--- src/rtl/tlbsr_pkg.sv ---
package tlbsr_pkg;

   localparam logic [1:0] KIND_INSTR   = 2'b01;
   localparam logic [1:0] KIND_DATA    = 2'b10;
   localparam logic [1:0] KIND_UNIFIED = 2'b11;

   // Widen a kind tag to unified when it does not cover the access kind.
   function automatic logic [1:0] widen_kind(input logic [1:0] kind, input logic exec);
      logic covers;
      covers = exec ? kind[0] : kind[1];
      return covers ? kind : KIND_UNIFIED;
   endfunction

endpackage

--- src/rtl/tlbsr_cam.sv ---
module tlbsr_cam #(
   parameter int ENTRIES = 8,
   parameter int VPN_W   = 20,
   parameter int ASID_W  = 8,
   parameter int VMID_W  = 8
) (
   input  logic [ENTRIES-1:0] slot_valid,
   input  logic [VPN_W-1:0]   slot_vpn    [ENTRIES],
   input  logic [ASID_W-1:0]  slot_asid   [ENTRIES],
   input  logic [VMID_W-1:0]  slot_vmid   [ENTRIES],
   input  logic [ENTRIES-1:0] slot_secure,
   input  logic [ENTRIES-1:0] slot_hyp,
   input  logic [ENTRIES-1:0] slot_global,
   input  logic [VPN_W-1:0]   key_vpn,
   input  logic [ASID_W-1:0]  key_asid,
   input  logic [VMID_W-1:0]  key_vmid,
   input  logic               key_secure,
   input  logic               key_hyp,
   input  logic               key_ignore_asid,
   output logic [ENTRIES-1:0] match
);

   for (genvar g = 0; g < ENTRIES; g++) begin : g_cmp
      logic space_ok;
      assign space_ok = slot_global[g] || key_ignore_asid || (slot_asid[g] == key_asid);
      assign match[g] = slot_valid[g]
                     && (slot_vpn[g]  == key_vpn)
                     && (slot_vmid[g] == key_vmid)
                     && (slot_secure[g] == key_secure)
                     && (slot_hyp[g]    == key_hyp)
                     && space_ok;
   end

endmodule

--- src/rtl/tlbsr_prio.sv ---
module tlbsr_prio #(
   parameter int ENTRIES = 8,
   localparam int IDX_W  = (ENTRIES > 1) ? $clog2(ENTRIES) : 1
) (
   input  logic [ENTRIES-1:0] match,
   output logic               any,
   output logic [IDX_W-1:0]   first
);

   always_comb begin
      first = '0;
      for (int i = ENTRIES - 1; i >= 0; i--) begin
         if (match[i]) first = IDX_W'(i);
      end
      any = |match;
   end

endmodule

--- src/rtl/tlbsr_store.sv ---
module tlbsr_store
   import tlbsr_pkg::*;
#(
   parameter int ENTRIES = 8,
   parameter int VPN_W   = 20,
   parameter int PPN_W   = 20,
   parameter int ASID_W  = 8,
   parameter int VMID_W  = 8,
   localparam int IDX_W  = (ENTRIES > 1) ? $clog2(ENTRIES) : 1
) (
   input  logic               clk,
   input  logic               rst_n,
   input  logic               fill,
   input  logic [VPN_W-1:0]   fill_vpn,
   input  logic [ASID_W-1:0]  fill_asid,
   input  logic [VMID_W-1:0]  fill_vmid,
   input  logic               fill_secure,
   input  logic               fill_hyp,
   input  logic               fill_global,
   input  logic [PPN_W-1:0]   fill_ppn,
   input  logic [1:0]         fill_kind,
   input  logic               widen_en,
   input  logic [IDX_W-1:0]   widen_idx,
   input  logic               widen_exec,
   input  logic               drop_all,
   input  logic               drop_space_en,
   input  logic [ASID_W-1:0]  drop_space,
   output logic [ENTRIES-1:0] slot_valid,
   output logic [VPN_W-1:0]   slot_vpn    [ENTRIES],
   output logic [ASID_W-1:0]  slot_asid   [ENTRIES],
   output logic [VMID_W-1:0]  slot_vmid   [ENTRIES],
   output logic [ENTRIES-1:0] slot_secure,
   output logic [ENTRIES-1:0] slot_hyp,
   output logic [ENTRIES-1:0] slot_global,
   output logic [PPN_W-1:0]   slot_ppn    [ENTRIES],
   output logic [1:0]         slot_kind   [ENTRIES]
);

   // State after promotion and flush, before the shift.
   logic [ENTRIES-1:0] mid_valid;
   logic [1:0]         mid_kind [ENTRIES];

   always_comb begin
      for (int i = 0; i < ENTRIES; i++) begin
         mid_valid[i] = slot_valid[i];
         mid_kind[i]  = slot_kind[i];
         if (widen_en && (widen_idx == IDX_W'(i)))
            mid_kind[i] = widen_kind(slot_kind[i], widen_exec);
         if (drop_all)
            mid_valid[i] = 1'b0;
         else if (drop_space_en && !slot_global[i] && (slot_asid[i] == drop_space))
            mid_valid[i] = 1'b0;
      end
   end

   for (genvar g = 0; g < ENTRIES; g++) begin : g_slot
      if (g == 0) begin : g_head
         always_ff @(posedge clk) begin
            if (!rst_n) begin
               slot_valid[0] <= 1'b0;
               slot_kind[0]  <= 2'b00;
            end else if (fill) begin
               slot_valid[0] <= 1'b1;
               slot_kind[0]  <= fill_kind;
            end else begin
               slot_valid[0] <= mid_valid[0];
               slot_kind[0]  <= mid_kind[0];
            end
         end
         always_ff @(posedge clk) begin
            if (fill) begin
               slot_vpn[0]    <= fill_vpn;
               slot_asid[0]   <= fill_asid;
               slot_vmid[0]   <= fill_vmid;
               slot_secure[0] <= fill_secure;
               slot_hyp[0]    <= fill_hyp;
               slot_global[0] <= fill_global;
               slot_ppn[0]    <= fill_ppn;
            end
         end
      end else begin : g_body
         always_ff @(posedge clk) begin
            if (!rst_n) begin
               slot_valid[g] <= 1'b0;
               slot_kind[g]  <= 2'b00;
            end else if (fill) begin
               slot_valid[g] <= mid_valid[g-1];
               slot_kind[g]  <= mid_kind[g-1];
            end else begin
               slot_valid[g] <= mid_valid[g];
               slot_kind[g]  <= mid_kind[g];
            end
         end
         always_ff @(posedge clk) begin
            if (fill) begin
               slot_vpn[g]    <= slot_vpn[g-1];
               slot_asid[g]   <= slot_asid[g-1];
               slot_vmid[g]   <= slot_vmid[g-1];
               slot_secure[g] <= slot_secure[g-1];
               slot_hyp[g]    <= slot_hyp[g-1];
               slot_global[g] <= slot_global[g-1];
               slot_ppn[g]    <= slot_ppn[g-1];
            end
         end
      end
   end

endmodule

--- src/rtl/tlbsr_array.sv ---
module tlbsr_array #(
   parameter int ENTRIES = 8,
   parameter int VPN_W   = 20,
   parameter int PPN_W   = 20,
   parameter int ASID_W  = 8,
   parameter int VMID_W  = 8,
   localparam int IDX_W  = (ENTRIES > 1) ? $clog2(ENTRIES) : 1
) (
   input  logic              clk,
   input  logic              rst_n,
   input  logic              vmid_load,
   input  logic [VMID_W-1:0] vmid_in,
   input  logic              lk_valid,
   input  logic [VPN_W-1:0]  lk_vpn,
   input  logic [ASID_W-1:0] lk_asid,
   input  logic              lk_secure,
   input  logic              lk_hyp,
   input  logic              lk_ignore_asid,
   input  logic              lk_exec,
   input  logic              lk_functional,
   output logic              lk_hit,
   output logic [IDX_W-1:0]  lk_index,
   output logic [PPN_W-1:0]  lk_ppn,
   output logic [1:0]        lk_kind,
   output logic              lk_global,
   input  logic              ins_valid,
   input  logic [VPN_W-1:0]  ins_vpn,
   input  logic [ASID_W-1:0] ins_asid,
   input  logic              ins_secure,
   input  logic              ins_hyp,
   input  logic              ins_global,
   input  logic [PPN_W-1:0]  ins_ppn,
   input  logic [1:0]        ins_kind,
   input  logic              flush_all,
   input  logic              flush_asid_en,
   input  logic [ASID_W-1:0] flush_asid
);

   if (ENTRIES < 2) begin : g_bad_entries
      $error("tlbsr_array: ENTRIES must be at least 2");
   end
   if (VPN_W < 1 || PPN_W < 1 || ASID_W < 1 || VMID_W < 1) begin : g_bad_width
      $error("tlbsr_array: field widths must be positive");
   end

   logic [VMID_W-1:0]  vmid_q;
   logic [ENTRIES-1:0] ent_valid;
   logic [VPN_W-1:0]   ent_vpn    [ENTRIES];
   logic [ASID_W-1:0]  ent_asid   [ENTRIES];
   logic [VMID_W-1:0]  ent_vmid   [ENTRIES];
   logic [ENTRIES-1:0] ent_secure;
   logic [ENTRIES-1:0] ent_hyp;
   logic [ENTRIES-1:0] ent_global;
   logic [PPN_W-1:0]   ent_ppn    [ENTRIES];
   logic [1:0]         ent_kind   [ENTRIES];
   logic [2*ENTRIES-1:0] ent_type;
   logic [ENTRIES-1:0] match;
   logic               any_match;
   logic [IDX_W-1:0]   first_idx;
   logic               widen_en;

   always_ff @(posedge clk) begin
      if (!rst_n)         vmid_q <= '0;
      else if (vmid_load) vmid_q <= vmid_in;
   end

   tlbsr_cam #(.ENTRIES(ENTRIES), .VPN_W(VPN_W), .ASID_W(ASID_W), .VMID_W(VMID_W)) u_cam (
      .slot_valid(ent_valid), .slot_vpn(ent_vpn), .slot_asid(ent_asid), .slot_vmid(ent_vmid),
      .slot_secure(ent_secure), .slot_hyp(ent_hyp), .slot_global(ent_global),
      .key_vpn(lk_vpn), .key_asid(lk_asid), .key_vmid(vmid_q), .key_secure(lk_secure),
      .key_hyp(lk_hyp), .key_ignore_asid(lk_ignore_asid), .match(match)
   );

   tlbsr_prio #(.ENTRIES(ENTRIES)) u_prio (
      .match(match), .any(any_match), .first(first_idx)
   );

   assign lk_hit   = lk_valid && any_match;
   assign lk_index = first_idx;
   assign widen_en = lk_hit && !lk_functional;

   always_comb begin
      lk_ppn    = '0;
      lk_kind   = '0;
      lk_global = 1'b0;
      for (int i = 0; i < ENTRIES; i++) begin
         if (lk_hit && (first_idx == IDX_W'(i))) begin
            lk_ppn    = ent_ppn[i];
            lk_kind   = ent_kind[i];
            lk_global = ent_global[i];
         end
      end
   end

   for (genvar g = 0; g < ENTRIES; g++) begin : g_flat
      assign ent_type[2*g +: 2] = ent_kind[g];
   end

   tlbsr_store #(.ENTRIES(ENTRIES), .VPN_W(VPN_W), .PPN_W(PPN_W), .ASID_W(ASID_W), .VMID_W(VMID_W)) u_store (
      .clk(clk), .rst_n(rst_n),
      .fill(ins_valid), .fill_vpn(ins_vpn), .fill_asid(ins_asid), .fill_vmid(vmid_q),
      .fill_secure(ins_secure), .fill_hyp(ins_hyp), .fill_global(ins_global),
      .fill_ppn(ins_ppn), .fill_kind(ins_kind),
      .widen_en(widen_en), .widen_idx(first_idx), .widen_exec(lk_exec),
      .drop_all(flush_all), .drop_space_en(flush_asid_en), .drop_space(flush_asid),
      .slot_valid(ent_valid), .slot_vpn(ent_vpn), .slot_asid(ent_asid), .slot_vmid(ent_vmid),
      .slot_secure(ent_secure), .slot_hyp(ent_hyp), .slot_global(ent_global),
      .slot_ppn(ent_ppn), .slot_kind(ent_kind)
   );

endmodule

--- config.mk ---
export PLATFORM = sky130hd
export DESIGN_NAME = tlbsr_array
export DESIGN_NICKNAME = d
export VERILOG_FILES = /design/src/rtl/tlbsr_pkg.sv /design/src/rtl/tlbsr_cam.sv /design/src/rtl/tlbsr_prio.sv /design/src/rtl/tlbsr_store.sv /design/src/rtl/tlbsr_array.sv
export SDC_FILE = /design/constraint.sdc
export NUM_CORES = 1
export LEC_CHECK = 0
export BUFFER_PORTS_ARGS = -buffer_cell sky130_fd_sc_hd__buf_2
export CORE_UTILIZATION = 45
export CTS_CLUSTER_DIAMETER = 120
export DETAILED_ROUTE_END_ITERATION = 10
export HOLD_SLACK_MARGIN = 0.06
export PLACE_DENSITY = 0.62
export SLEW_MARGIN = 20
export SYNTH_ARGS = -nofsm -noshare
export SYNTH_HDL_FRONTEND = slang
export SYNTH_SLANG_ARGS = --single-unit
--- constraint.sdc ---
create_clock -name clk -period 3.8 [get_ports clk]
set_input_delay 0.95 -clock clk [delete_from_list [all_inputs] [get_ports clk]]
set_output_delay 0.95 -clock clk [all_outputs]
set_load 0.02 [all_outputs]
# [Yosys cells after proc, flatten, opt, wreduce, memory -nomap -nowiden]
# Index checks and enable logic that the tools add are counted.
[word_totals] out_inout_bits=27 wordCells=321 register_bits=504
[classes] n_mux=88 reduce_logical=104 n_eq_ne=56
[op_table] op="8-bit == test" n=24
[op_table] op="20-bit == test" n=8
[op_table] op="20-bit two-way mux" n=8
[op_table] op="1-bit logical AND" n=74
[op_table] op="2-bit two-way mux" n=32
[op_table] op="1-bit two-way mux" n=40
[op_table] op="3-bit two-way mux" n=8
[op_table] op="1-bit == test" n=16
[op_table] op="1-bit logical OR" n=16
[op_table] op="3-bit == test (second input constant)" n=4
[op_table] op="1-bit zero test" n=9
[op_table] op="8-bit OR reduction" n=1
[op_table] op="3-bit by 2-bit == test with 1-bit output (second input constant)" n=2
[op_table] op="3-bit by 1-bit == test with 1-bit output (second input constant)" n=1
[op_table] op="3-bit zero test" n=1
[op_table] op="3-bit nonzero test" n=1
[op_table] op="2-bit != test (second input constant)" n=1
[op_table] op="2-bit AND reduction" n=1
[op_table] op="2-bit nonzero test" n=1

# [Longest topological paths before layout]
[logic_depth] ltp_word=24 mapped_depth=13 mapped_depth_nobuf=9

# [Hierarchy]
# Synthesis repeated with hierarchy kept, for this count alone.
[unflattened] hier_cells=1443 hier_area_um2=21822.2
[modules_own_cells] mod="tlbsr_store" instances=1 cells_each=716 area_each_um2=16148.0
[modules_own_cells] mod="tlbsr_cam" instances=1 cells_each=459 area_each_um2=3594.7
[modules_own_cells] mod="tlbsr_array" instances=1 cells_each=255 area_each_um2=1998.2
[modules_own_cells] mod="tlbsr_prio" instances=1 cells_each=13 area_each_um2=81.3

# [Worst setup path after synthesis]
# Ideal clock, no wire load.
[synth_timing] kind="in2out" startpoint="input lk_vpn[18]" endpoint="output lk_ppn[12]" arrival_ns=3.111 path_slack_ns=-0.261 t_required_ns=2.850 stages=11 cell_sequence="buf_4 > xnor2_1 > nand4_1 > nor4_2 > nand3_2 > buf_6 > nor3_4 > buf_6 > a22oi_1 > nand4_1 > a21boi_1"
[synth_via] elab_chain_len=24 word_cells_on_any_way=82 cone_classes="eq/ne (15); mux (16); reduce/logical (51)"
[synth_lines] element="start, declared" line_no="tlbsr_array.sv:14" rtl="input logic [VPN_W-1:0] lk_vpn,"
[synth_lines] element="20-bit == test" line_no="tlbsr_cam.sv:27" rtl="&& (slot_vpn[g] == key_vpn)"
[synth_lines] element="1-bit logical AND" line_no="tlbsr_cam.sv:27"
[synth_lines] element="1-bit logical AND" line_no="tlbsr_cam.sv:28" rtl="&& (slot_vmid[g] == key_vmid)"
[synth_lines] element="1-bit logical AND" line_no="tlbsr_cam.sv:29" rtl="&& (slot_secure[g] == key_secure)"
[synth_lines] element="1-bit logical AND" line_no="tlbsr_cam.sv:30" rtl="&& (slot_hyp[g] == key_hyp)"
[synth_lines] element="1-bit logical AND" line_no="tlbsr_cam.sv:31" rtl="&& space_ok;"
[synth_lines] element="3-bit two-way mux (8 in series)" line_no="tlbsr_prio.sv:13" rtl="if (match[i]) first = IDX_W'(i);"
[synth_lines] element="3-bit zero test" line_no="tlbsr_array.sv:87" rtl="if (lk_hit && (first_idx == IDX_W'(i))) begin"
[synth_lines] element="1-bit logical AND" line_no="tlbsr_array.sv:87"
[synth_lines] element="20-bit two-way mux (7 in series)" line_no="tlbsr_array.sv:87"
[synth_lines] element="20-bit two-way mux (*)" line_no="tlbsr_array.sv:87"
[synth_lines] element="end, declared" line_no="tlbsr_array.sv:23" rtl="output logic [PPN_W-1:0] lk_ppn,"
# Every way passes the cells marked *; elsewhere a longest branch is shown, timed or not.

# [Worst setup path after layout]
[layout_timing] startpoint="input lk_vpn[11]" endpoint="output lk_ppn[5]"
# Same word-level chain as after synthesis.

==> impl_metrics.yaml <==
critical_path:
  cp-start-kind: "input pin"
  cp_data_arrival_time_ns: 3.68
  rr_startpoint: "vmid_q[2]"
  end_kind: "output pin"
  r2r_slack_ns: 0.52
  crit_type: "input pin to output pin"
  crit-reg2reg-capture: "u_store.slot_kind[3]"
  reg2reg_depth: 16
  crit_buf_inv: 9
  crit_required_ns: 2.85
  crit_path_start: "lk_vpn[11]"
  worst-path-max-fanout: 6
  cpMaxStageDelayCell: "nor4_2"
  slowest_delay_ns: 0.38
  cp_cell_sequence: "buf_12 > buf_6 > xnor2_2 > buf_4 > nand4_1 > nor4_2 > nand3_2 > buf_4 > buf_6 > a21bo_4 > a21oi_4 > buf_12 > buf_6 > buf_4 > o21bai_1 > o221a_4 > buf_2"
  cp_top_family: "buffers and inverters"
outcome:
  violations: "setup timing"
  status: "complete, but fails checks"
clock_tree:
  numCtsBuffers: 54
  ctsHoldBuffers: 0
  cts.clk_slew.worst_paths_ns: 0.06
  cts_buffer_depth: 3
  clk_latency_ns: 0.60
  cts.sinks: 504
  cts_root_buf: "clkbuf_16"
  cts_tree: "done"
  cts_max_level: 2
place:
  place_hpwl_um: 41830
  place_ws_ns: -1.211
  port_buffers: 135
  globalplace.congestion: 0.9513
  post-place-cells: 2590
route:
  first_pass_iters: 6
  post-route-drc-count: 0
  vias: 14622
  wl_um: 58410
  wl_per_cell_um: 21.34
  via_per_inst: 5.342
  first_iter_violations: 1178
  ant_nets: 0
die:
  die_w_um: 225.3
  fp.coreArea_um2: 49050
  start_util_pct: 45.75
  rows: 81
  io_pins: 136
  die_area_um2: 50770
  die_h_um: 225.3
finish:
  drive_above_1_share_pct: 39.94
  fin_nets: 2137
  final_cells: 2737
  num_antenna_cells: 0
  syn_to_final_growth_pct: 36.35
sta:
  fmax_mhz: 216.0
  tightest_slew_ns: 0.8942
  min_period_ns: 4.630
  rsz0062_at_grt: "yes"
  skew_ns: 0.01526
  finalHoldViolCount: 0
  maxSlewHeadroom_pct: 40.02
  finalSetupViolCount: 27
  maxSlewViolCount: 0
  setup_ws_ns: -0.8300
  period_share_pct: 121.8
grt:
  gr-max-usage-layer: "met2"
  grt.overflow.total: 0
  antenna_found_initial: 0
  grt_use_total_pct: 23.18
  global_route.usage.met3_pct: 3.194
  grt_pass1_wl_um: 87920
  use_met2_pct: 39.35
  grtUsageMet1_pct: 29.73
  grt_max_degree: 121
  grt_pass1_vias: 15089
logic_synthesis:
  synth_edf_count: 472
  ys_ff_latch: 504
  synthesis.instances: 1530
  syn_nets: 1639
  async_flop_share_pct: 0
  synth.area.top_cells: "edfxtp_1 (63%), xnor2_1 (13%), nand4_1 (3.7%)"
  postSynthAreaPerCell_um2: 14.67
  netlist_area_um2: 22440
  yosys-top-cells-count: "edfxtp_1 (472), xnor2_1 (329), nand4_1 (131)"
  synthDistinctLibCells: 71
  synthFlopType: "edfxtp_1"
  yosysTopAreaCellShare_pct: 63.15
  synth_seq_area_share_pct: 66.01
  yosysWarnings: 0
  synth_area_leader_cell: "edfxtp_1"
  yosysMostFrequentCell: "edfxtp_1"
job:
  maxCapViolations: 0
worst_hold_path:
  hold_depth: 0
  holdPathEnd: "u_store.slot_ppn[20]"
  hold_class: "flop to flop"
  min_from: "u_store.slot_ppn[40]"
pwr:
  powerDensity_nw_per_um2: 448.9
  p_leak_nw: 11.16
  irDropWorstVdd_uv: 395.6
[layout make-up]
cell class / instances / area, µm²
Clock buffer: 75 / 1541
Clock inverter: 26 / 355.3
Fill cell: 3667 / 18450
Inverter: 11 / 43.79
Multi-Input combinational cell: 935 / 8660
Sequential cell: 504 / 14840
Tap cell: 664 / 830.8
Timing Repair Buffer: 522 / 4334
[state kept, by name, indices dropped and copies added, names as in the netlist]
register / flops
u_store.slot_global: 8
vmid_q: 8
u_store.slot_hyp: 8
u_store.slot_kind: 16
u_store.slot_ppn: 160
u_store.slot_vpn: 160
u_store.slot_asid: 64
u_store.slot_vmid: 64
u_store.slot_secure: 8
u_store.slot_valid: 8
[worst reg2reg max path, cell delays in order, from the launching register on]
cell	delay, ns
dfxtp_4	0.36
buf_4	0.15
buf_8	0.14
xnor2_4	0.16
nand4_1	0.14
nor4_2	0.38
nand3_2	0.22
buf_4	0.19
buf_6	0.12
a21bo_4	0.22
a21oi_4	0.07
buf_12	0.13
buf_4	0.14
buf_16	0.14
buf_4	0.17
a311o_1	0.28
and3_1	0.17
[logic make-up (layout without fill, tap and decap cells)]
kind of cell    Yosys count  after routing  synth area share, %
buf+inv                  93            634                2.999
simple gates            384            385                10.15
flops                   504            504                66.01
xor+xnor                368            368                14.39
mux                      37             37                1.656
compound gates          144            145                4.789
[cells in the final DEF (no fill, tap or decap), drive strengths merged, types with 7 or more instances in the layout]
master / n
buf: 518
edfxtp: 472
xnor2: 330
nand4: 131
clkbuf: 79
nand2: 69
nor2: 41
nor4: 39
xor2: 38
mux2i: 36
dfxtp: 32
o21ai: 26
nand3: 25
clkinv: 15
a21oi: 14
and3: 13
nor2b: 13
a22oi: 13
a222oi: 12
inv: 12
nor4b: 10
a21o: 9
nand2b: 9
o22ai: 9
o21a: 8
a311oi: 8
bufinv: 8
a211oi: 7
nor3b: 7
and3b: 7
nor3: 7
[worst max-delay path by stage]
stage / to / slack, ns / cells after the start
floorplan: lk_kind[1] / -0.11 / 11
global placement: lk_ppn[7] / -1.41 / 14
detailed placement: lk_ppn[18] / -1.21 / 11
CTS: lk_ppn[12] / -0.82 / 14
global route: lk_ppn[18] / -0.93 / 15
finish: lk_ppn[5] / -0.83 / 17
[routing by layer]
layer	vias to the layer above	wire, µm
li1	6814	-
met1	7195	24180
met2	470	28940
met3	143	2913
met4	0	2377
met5	-	0
[stage by stage]
| stage | utilization [%] | setup TNS, ns | instance area, µm² | power, mW | hold WS, ns |
|---|---|---|---|---|---|
| 2_1_floorplan | - | -2.016 | 23190 | 7.404 | 0.4095 |
| 3_3_place_gp | 54.52 | -33.64 | 26740 | 8.074 | 0.4234 |
| 3_5_place_dp | 54.54 | -31.70 | 26750 | 8.112 | 0.4286 |
| 4_1_cts | 61.35 | -19.05 | 30090 | 13.79 | 0.4428 |
| 5_1_grt | 62.39 | -21.20 | 30600 | 14.18 | 0.4472 |
| 6_report | 62.39 | -19.08 | 30600 | 13.74 | 0.4450 |
[power breakdown]
group	total, mW	switching, mW	internal (mW)
combinational	1.47	0.708	0.757
sequential	6.72	0.247	6.47
clock	5.56	2.18	3.38
[repair_timing]
item	4_1_cts	5_1_grt
buffers inserted	35	12
cloned	3	0
setup endpoints to repair	27	27
endpoints found under the hold margin	0	0
pin swaps	41	30
resized for setup	220	74
No activity file was read; power rests on OpenSTA's default activity.
